$ cat src/rtl/ipi_mailbox_pkg.sv
package ipi_mailbox_pkg;
    localparam int WORD_W     = 32;
    localparam int CMD_W      = 64;
    localparam int ADDR_W     = 8;
    localparam int MBOX_N     = 8;
    localparam int MBOX_IDX_W = $clog2(MBOX_N);
    localparam int VEC_W      = 5;
    localparam int TGT_W      = 10;
    localparam int TGT_LSB    = 16;
    localparam int KEEP_W     = WORD_W / 8;
    localparam int KEEP_LSB   = 27;

    localparam logic [ADDR_W-1:0] A_STATUS    = 8'h00;
    localparam logic [ADDR_W-1:0] A_SET       = 8'h08;
    localparam logic [ADDR_W-1:0] A_CLEAR     = 8'h0C;
    localparam logic [ADDR_W-1:0] A_SIG_SEND  = 8'h10;
    localparam logic [ADDR_W-1:0] A_MAIL_SEND = 8'h18;
    localparam logic [ADDR_W-1:0] A_MBOX_BASE = 8'h20;

    typedef logic [MBOX_N-1:0][WORD_W-1:0] mbox_t;

    typedef struct packed {
        logic [WORD_W-1:0] status;
        mbox_t             mbox;
        logic              edge_ev;
    } slot_state_t;

    typedef struct packed {
        logic              valid;
        logic [WORD_W-1:0] data;
    } rd_state_t;
endpackage

$ cat src/rtl/ipi_cmd_decode.sv
module ipi_cmd_decode
    import ipi_mailbox_pkg::*;
#(
    parameter int NCORE = 4,
    localparam int CW = (NCORE > 1) ? $clog2(NCORE) : 1
) (
    input  logic                  wr_en,
    input  logic [CW-1:0]         wr_core,
    input  logic [ADDR_W-1:0]     wr_addr,
    input  logic [CMD_W-1:0]      wr_data,
    output logic [NCORE-1:0]      set_en,
    output logic [NCORE-1:0]      clr_en,
    output logic [NCORE-1:0]      mb_en,
    output logic [WORD_W-1:0]     bit_mask,
    output logic [MBOX_IDX_W-1:0] mb_idx,
    output logic [KEEP_W-1:0]     mb_keep,
    output logic [WORD_W-1:0]     mb_payload,
    output logic                  bad_target
);
    logic [TGT_W-1:0] target;
    logic [VEC_W-1:0] vec;
    logic             tgt_ok;

    assign target     = wr_data[TGT_LSB +: TGT_W];
    assign vec        = wr_data[VEC_W-1:0];
    assign tgt_ok     = (target < TGT_W'(NCORE));
    assign mb_idx     = wr_data[2 +: MBOX_IDX_W];
    assign mb_keep    = wr_data[KEEP_LSB +: KEEP_W];
    assign mb_payload = wr_data[CMD_W-1:WORD_W];

    always_comb begin
        set_en     = '0;
        clr_en     = '0;
        mb_en      = '0;
        bit_mask   = wr_data[WORD_W-1:0];
        bad_target = 1'b0;
        if (wr_en) begin
            unique case (wr_addr)
                A_SET: begin
                    for (int i = 0; i < NCORE; i++)
                        if (wr_core == CW'(i)) set_en[i] = 1'b1;
                end
                A_CLEAR: begin
                    for (int i = 0; i < NCORE; i++)
                        if (wr_core == CW'(i)) clr_en[i] = 1'b1;
                end
                A_SIG_SEND: begin
                    bit_mask = WORD_W'(1) << vec;
                    if (tgt_ok) begin
                        for (int i = 0; i < NCORE; i++)
                            if (target == TGT_W'(i)) set_en[i] = 1'b1;
                    end else begin
                        bad_target = 1'b1;
                    end
                end
                A_MAIL_SEND: begin
                    if (tgt_ok) begin
                        for (int i = 0; i < NCORE; i++)
                            if (target == TGT_W'(i)) mb_en[i] = 1'b1;
                    end else begin
                        bad_target = 1'b1;
                    end
                end
                default: ;
            endcase
        end
    end
endmodule

$ cat src/rtl/ipi_core_slot.sv
module ipi_core_slot
    import ipi_mailbox_pkg::*;
(
    input  logic                  clk,
    input  logic                  rst_n,
    input  logic                  set_en,
    input  logic                  clr_en,
    input  logic                  mb_en,
    input  logic [WORD_W-1:0]     bit_mask,
    input  logic [MBOX_IDX_W-1:0] mb_idx,
    input  logic [KEEP_W-1:0]     mb_keep,
    input  logic [WORD_W-1:0]     mb_payload,
    output logic [WORD_W-1:0]     status_o,
    output mbox_t                 mbox_o,
    output logic                  irq_o,
    output logic                  irq_edge_o
);
    slot_state_t s_d, s_q;

    always_comb begin
        s_d = s_q;
        if (clr_en) s_d.status = s_q.status & ~bit_mask;
        if (set_en) s_d.status = s_d.status | bit_mask;
        if (mb_en) begin
            for (int b = 0; b < KEEP_W; b++)
                if (!mb_keep[b])
                    s_d.mbox[mb_idx][8*b +: 8] = mb_payload[8*b +: 8];
        end
        s_d.edge_ev = (s_q.status == '0) && (s_d.status != '0);
    end

    always_ff @(posedge clk) begin
        if (!rst_n) s_q <= '0;
        else        s_q <= s_d;
    end

    assign status_o   = s_q.status;
    assign mbox_o     = s_q.mbox;
    assign irq_o      = |s_q.status;
    assign irq_edge_o = s_q.edge_ev;
endmodule

$ cat src/rtl/ipi_read_port.sv
module ipi_read_port
    import ipi_mailbox_pkg::*;
#(
    parameter int NCORE = 4,
    localparam int CW = (NCORE > 1) ? $clog2(NCORE) : 1
) (
    input  logic                         clk,
    input  logic                         rst_n,
    input  logic                         rd_en,
    input  logic [CW-1:0]                rd_core,
    input  logic [ADDR_W-1:0]            rd_addr,
    input  logic [NCORE-1:0][WORD_W-1:0] status_all,
    input  mbox_t [NCORE-1:0]            mbox_all,
    output logic                         rd_valid,
    output logic [WORD_W-1:0]            rd_data
);
    localparam int MB_SPAN = MBOX_N * (WORD_W / 8);

    rd_state_t r_d, r_q;
    logic [WORD_W-1:0] sel_status;
    mbox_t             sel_mbox;
    logic [ADDR_W-1:0] mb_off;

    assign mb_off = rd_addr - A_MBOX_BASE;

    always_comb begin
        sel_status = '0;
        sel_mbox   = '0;
        for (int c = 0; c < NCORE; c++) begin
            if (rd_core == CW'(c)) begin
                sel_status = status_all[c];
                sel_mbox   = mbox_all[c];
            end
        end
        r_d.valid = rd_en;
        r_d.data  = '0;
        if (rd_en) begin
            if (rd_addr == A_STATUS)
                r_d.data = sel_status;
            else if (rd_addr >= A_MBOX_BASE && mb_off < ADDR_W'(MB_SPAN)
                     && mb_off[1:0] == 2'b00)
                r_d.data = sel_mbox[mb_off[2 +: MBOX_IDX_W]];
        end
    end

    always_ff @(posedge clk) begin
        if (!rst_n) r_q <= '0;
        else        r_q <= r_d;
    end

    assign rd_valid = r_q.valid;
    assign rd_data  = r_q.data;
endmodule

$ cat src/rtl/ipi_mailbox_unit.sv
module ipi_mailbox_unit
    import ipi_mailbox_pkg::*;
#(
    parameter int NCORE = 4,
    localparam int CW = (NCORE > 1) ? $clog2(NCORE) : 1
) (
    input  logic              clk,
    input  logic              rst_n,
    input  logic              wr_en,
    input  logic [CW-1:0]     wr_core,
    input  logic [ADDR_W-1:0] wr_addr,
    input  logic [CMD_W-1:0]  wr_data,
    input  logic              rd_en,
    input  logic [CW-1:0]     rd_core,
    input  logic [ADDR_W-1:0] rd_addr,
    output logic              rd_valid,
    output logic [WORD_W-1:0] rd_data,
    output logic [NCORE-1:0]  irq,
    output logic [NCORE-1:0]  irq_edge,
    output logic              send_err
);
    logic [NCORE-1:0]             set_en, clr_en, mb_en;
    logic [WORD_W-1:0]            bit_mask, mb_payload;
    logic [MBOX_IDX_W-1:0]        mb_idx;
    logic [KEEP_W-1:0]            mb_keep;
    logic                         bad_target;
    logic [NCORE-1:0][WORD_W-1:0] status_all;
    mbox_t [NCORE-1:0]            mbox_all;
    logic                         err_d, err_q;

    ipi_cmd_decode #(.NCORE(NCORE)) u_dec (
        .wr_en      (wr_en),
        .wr_core    (wr_core),
        .wr_addr    (wr_addr),
        .wr_data    (wr_data),
        .set_en     (set_en),
        .clr_en     (clr_en),
        .mb_en      (mb_en),
        .bit_mask   (bit_mask),
        .mb_idx     (mb_idx),
        .mb_keep    (mb_keep),
        .mb_payload (mb_payload),
        .bad_target (bad_target)
    );

    for (genvar c = 0; c < NCORE; c++) begin : g_slot
        ipi_core_slot u_slot (
            .clk        (clk),
            .rst_n      (rst_n),
            .set_en     (set_en[c]),
            .clr_en     (clr_en[c]),
            .mb_en      (mb_en[c]),
            .bit_mask   (bit_mask),
            .mb_idx     (mb_idx),
            .mb_keep    (mb_keep),
            .mb_payload (mb_payload),
            .status_o   (status_all[c]),
            .mbox_o     (mbox_all[c]),
            .irq_o      (irq[c]),
            .irq_edge_o (irq_edge[c])
        );
    end

    ipi_read_port #(.NCORE(NCORE)) u_rd (
        .clk        (clk),
        .rst_n      (rst_n),
        .rd_en      (rd_en),
        .rd_core    (rd_core),
        .rd_addr    (rd_addr),
        .status_all (status_all),
        .mbox_all   (mbox_all),
        .rd_valid   (rd_valid),
        .rd_data    (rd_data)
    );

    always_comb err_d = bad_target;

    always_ff @(posedge clk) begin
        if (!rst_n) err_q <= 1'b0;
        else        err_q <= err_d;
    end

    assign send_err = err_q;
endmodule

$ cat config.mk
export PLATFORM = sky130hd
export DESIGN_NAME = ipi_mailbox_unit
export DESIGN_NICKNAME = d
export VERILOG_FILES = /design/src/rtl/ipi_mailbox_pkg.sv /design/src/rtl/ipi_cmd_decode.sv /design/src/rtl/ipi_core_slot.sv /design/src/rtl/ipi_read_port.sv /design/src/rtl/ipi_mailbox_unit.sv
export SDC_FILE = /design/constraint.sdc
export NUM_CORES = 2
export LEC_CHECK = 0
export BUFFER_PORTS_ARGS = -buffer_cell sky130_fd_sc_hd__buf_2
export CAP_MARGIN = 0
export CORE_MARGIN = 1
export CORE_UTILIZATION = 50
export DETAILED_ROUTE_END_ITERATION = 8
export PLACE_DENSITY = 0.67
export SKIP_LAST_GASP = 1
export SYNTH_ARGS = -nofsm -noshare
export SYNTH_HDL_FRONTEND = slang
export SYNTH_SLANG_ARGS = --single-unit
export TNS_END_PERCENT = 5
$ cat constraint.sdc
create_clock -name clk -period 2.7 [get_ports clk]
set_clock_uncertainty 0.15 [all_clocks]
set_input_delay 0 -clock clk [delete_from_list [all_inputs] [get_ports clk]]
set_output_delay 0 -clock clk [all_outputs]
set_load 0.03 [all_outputs]
==> impl_table.tex <==
\begin{tabular}{lr}
\hline
Metric & Value \\
\hline
\multicolumn{2}{l}{\textbf{Worst hold path}} \\
\quad Start point of the worst hold path & wr\_core[1] \\
\quad Path category of the worst min-delay check & primary input to register \\
\multicolumn{2}{l}{\textbf{STA}} \\
\quad Final-layout setup total negative slack & -0.285 ns \\
\quad Final period demand of the worst path & 2.82 ns \\
\quad Setup repair after global routing missed its margin & true \\
\quad Final setup viols & 5 \\
\quad Final period util & 1.04 \\
\quad Max Clock Freq & 0.355 GHz \\
\quad Max-slew violation count & 0 \\
\quad Max transition margin & 0.334 \\
\quad Slew of the pin with the lowest slew margin & 0.998 ns \\
\quad Post-layout worst setup margin & -0.119 ns \\
\quad Count of endpoints failing hold in the final timing report & 0 \\
\multicolumn{2}{l}{\textbf{Setup path}} \\
\quad Startpoint kind of the worst setup timing path & primary input \\
\quad Endpoint required time on the critical path & 3.18 ns \\
\quad Type of destination of the critical path & register \\
\quad Origin of the critical flop-to-flop path & g\_slot[1].u\_slot.mbox\_o[107]\$\_SDFFE\_PN0P\_ \\
\quad Critical Path AT & 3.30 ns \\
\quad Startpoint of the most critical setup path & wr\_addr[1] \\
\quad Setup Crit Path Kind & primary input to register \\
\quad Highest fanout seen on the critical path & 10 \\
\multicolumn{2}{l}{\textbf{Finish}} \\
\quad Most common cell after layout, fill and taps aside & sky130\_fd\_sc\_hd\_\_nand2\_1 \\
\quad Cell area after layout & 69000 um\^{}2 \\
\quad Share of post-route cells with drive strength above 1 & 0.218 \\
\quad Area growth, synth to finish & 24.8\% \\
\quad Commonest cells after routing, fill and taps aside & 1677 x sky130\_fd\_sc\_hd\_\_nand2\_1, 1190 x sky130\_fd\_sc\_hd\_\_dfxtp\_1, 925 x sky130\_fd\_sc\_hd\_\_a21oi\_1 \\
\quad Net total in the final layout & 7225 \\
\multicolumn{2}{l}{\textbf{Die}} \\
\quad \# rows & 121 \\
\quad Horizontal die dimension & 334 um \\
\quad Full die area & 112000 um\^{}2 \\
\quad Total I/O pin count & 130 \\
\quad Initial standard-cell utilization of the core & 0.506 \\
\quad Core outline area & 109000 um\^{}2 \\
\quad Die H & 334 um \\
\multicolumn{2}{l}{\textbf{Synth}} \\
\quad Fraction of registers with async set/reset & 0 \\
\quad Count of distinct cell types in the synthesized netlist & 86 \\
\quad Synth Cell Area & 55300 um\^{}2 \\
\quad Post-Syn Instances & 6421 \\
\quad Fraction of the yosys area taken by sequential cells & 0.431 \\
\quad Number of synthesized register bits & 1190 \\
\quad Synthesized area per cell & 8.61 um\^{}2 \\
\quad Leading register cell type out of synthesis & sky130\_fd\_sc\_hd\_\_dfxtp\_1 \\
\quad Number of flops mapped to enable cells by yosys & 0 \\
\quad Number of warnings reported in the yosys synthesis log & 0 \\
\quad Mapped Nets & 6510 \\
\multicolumn{2}{l}{\textbf{Placement}} \\
\quad Placed Area & 63500 um\^{}2 \\
\quad Worst slack after detailed placement & -0.809 ns \\
\quad Estimated wirelength of the detail-placed design & 151 mm \\
\quad Total of buffers placed on input and output ports & 129 \\
\quad Routability-driven placement congestion ratio & 1.08 \\
\multicolumn{2}{l}{\textbf{GRT}} \\
\quad First-pass GRT wire length & 321 mm \\
\quad Via count of the first global-routing pass & 50.0k \\
\quad Global Route Usage Sum & 0.380 \\
\quad GRT Residual Overflow & 0 \\
\quad Largest net degree at the start of global routing & 110 \\
\quad Initial antenna violation count & 7 \\
\multicolumn{2}{l}{\textbf{Route}} \\
\quad Vias/cell & 6.02 \\
\quad Detailed-route via count & 52.4k \\
\quad Routed Antenna Nets & 0 \\
\quad DRT Wirelength & 216 mm \\
\quad DRC errors left & 0 \\
\quad Detail-routed net length per standard cell & 24.8 um \\
\quad Violation count after the first detailed-route iteration & 6110 \\
\quad Drt first pass iters & 6 \\
\multicolumn{2}{l}{\textbf{Power and ir drop}} \\
\quad Switching share of power & 0.244 \\
\quad Clock network fraction of total power & 0.481 \\
\quad Combinational power share & 0.067 \\
\quad Cell internal pwr & 29400 uW \\
\quad Power Density & 563 nW/um\^{}2 \\
\quad Net Switching & 9480 uW \\
\quad Static Leak & 0.0243 uW \\
\quad Worst supply voltage drop on vdd & 0.539 mV \\
\quad Seq pwr share & 0.452 \\
\multicolumn{2}{l}{\textbf{CTS}} \\
\quad Clock latency at the later pin of the worst-skew pair & 0.77 ns \\
\quad Clock buffer count from CTS & 130 \\
\quad Clock-pin slew of the registers on the worst-case setup and hold paths & 0.06 ns \\
\quad Deepest level of the CTS H-tree & 4 \\
\quad CTS tree & yes \\
\quad Root buffer cell & sky130\_fd\_sc\_hd\_\_clkbuf\_16 \\
\quad Clock Sink Count & 1190 \\
\quad CTS Buffer Depth & 3 \\
\multicolumn{2}{l}{\textbf{Status}} \\
\quad Run status & finished with violations \\
\quad Violations in the final reports & setup timing \\
\multicolumn{2}{l}{\textbf{Job}} \\
\quad Max-capacitance violation count & 0 \\
\hline
\end{tabular}
-- worst max-delay path, cell delays in order --
cell and delay, ns:
sky130_fd_sc_hd__buf_2 0.11, sky130_fd_sc_hd__buf_4 0.13, sky130_fd_sc_hd__or4b_1 0.57, sky130_fd_sc_hd__buf_4 0.18, sky130_fd_sc_hd__nor3_2 0.18, sky130_fd_sc_hd__buf_12 0.20, sky130_fd_sc_hd__dlygate4sd3_1 0.72, sky130_fd_sc_hd__nand2_1 0.14
sky130_fd_sc_hd__a21oi_1 0.15, sky130_fd_sc_hd__o311ai_0 0.31, sky130_fd_sc_hd__buf_4 0.25, sky130_fd_sc_hd__o41a_1 0.35
-- flip-flops by register name, indices dropped and copies added, names as in the netlist --
name,cells
u_rd.rd_valid,1
g_slot.u_slot.irq_edge_o,4
g_slot.u_slot.status_o,128
g_slot.u_slot.mbox_o,1024
send_err,1
u_rd.rd_data,32
-- layout make-up --
type / instances / area, um^2
Fill cell: 9222 / 40100
Multi-Input combinational cell: 4735 / 29600
Sequential cell: 1190 / 23800
Timing Repair Buffer: 1066 / 9170
Clock buffer: 190 / 3830
Tap cell: 1476 / 1850
Clock inverter: 44 / 653
Inverter: 13 / 56.3
Antenna cell: 1 / 2.50
-- stage by stage --
stage / hold WS [ns] / total power [uW] / std cells / utilization
floorplan: -0.0283 / 19200 / 6421 / -
global placement: 0.283 / 20400 / 8381 / 0.582
detailed placement: 0.284 / 20400 / 8381 / 0.582
CTS: 0.00487 / 38900 / 8709 / 0.632
global route: 0.0505 / 39800 / 8714 / 0.632
finish: 0.0489 / 38800 / 8715 / 0.632
-- power groups by stage --
stage	sequential, uW	clock (uW)	combinational [uW]
3_5_place_dp	17900	0	2440
3_3_place_gp	18000	0	2440
4_1_cts	17600	18800	2530
2_1_floorplan	18000	0	1260
6_report	17600	18700	2600
5_1_grt	17500	19600	2680
-- kinds of logic (layout without fill, tap and decap cells) --
family | count (synthesis) | in the layout | synth area share
AND/OR/NAND/NOR | 2532 | 2532 | 0.194
AO/OA/AOI/OAI | 1467 | 1467 | 0.146
flip-flops | 1190 | 1190 | 0.431
multiplexers | 731 | 731 | 0.191
buffers and inverters | 496 | 1313 | 0.0365
XOR/XNOR | 4 | 4 | 0.000634
adder cells (fa/ha/maj) | 1 | 1 | 0.000226
other | 0 | 1 | 0
-- cells in the mapped netlist (all sizes together) (34+ instances only) --
cell type  instances  share of area
nand2           1677           0.11
a22oi             45         0.0067
a21oi            925          0.084
nor2             547          0.039
mux4             258           0.11
nor3             102          0.016
nand2b            34         0.0038
o21ai            304          0.028
dfxtp           1190           0.43
mux2i            457          0.083
buf              119          0.011
nor4              42         0.0056
clkbuf           364          0.025
-- routing by layer --
| layer | part of all wire | wire length, um | GRT usage |
|---|---|---|---|
| met5 | 0.00014 | 31 | 0 |
| met4 | 0.054 | 11600 | 0.188 |
| met3 | 0.092 | 19900 | 0.0690 |
| met2 | 0.45 | 97300 | 0.597 |
| met1 | 0.40 | 87400 | 0.502 |
-- repair_timing --
item	4_1_cts	5_1_grt
hold buffers	94	0
hold endpoints to repair	1182	0
resized for setup	4	10
setup buffers	0	5
pin swaps	1	1
endpoints found under the setup margin	4	13
-- final timing paths --
check / endpoint / slack (ns) / depth (start not counted)
min reg2reg: g_slot[3].u_slot.mbox_o[184]$_SDFFE_PN0P_ / 0.30 / 2
min: g_slot[0].u_slot.status_o[6]$_SDFF_PN0_ / 0.05 / 9
max reg2reg: u_rd.rd_data[11]$_SDFF_PN0_ / 0.07 / 9
max: g_slot[2].u_slot.irq_edge_o$_SDFF_PN0_ / -0.12 / 12
Power figures use the tool's default switching activity.
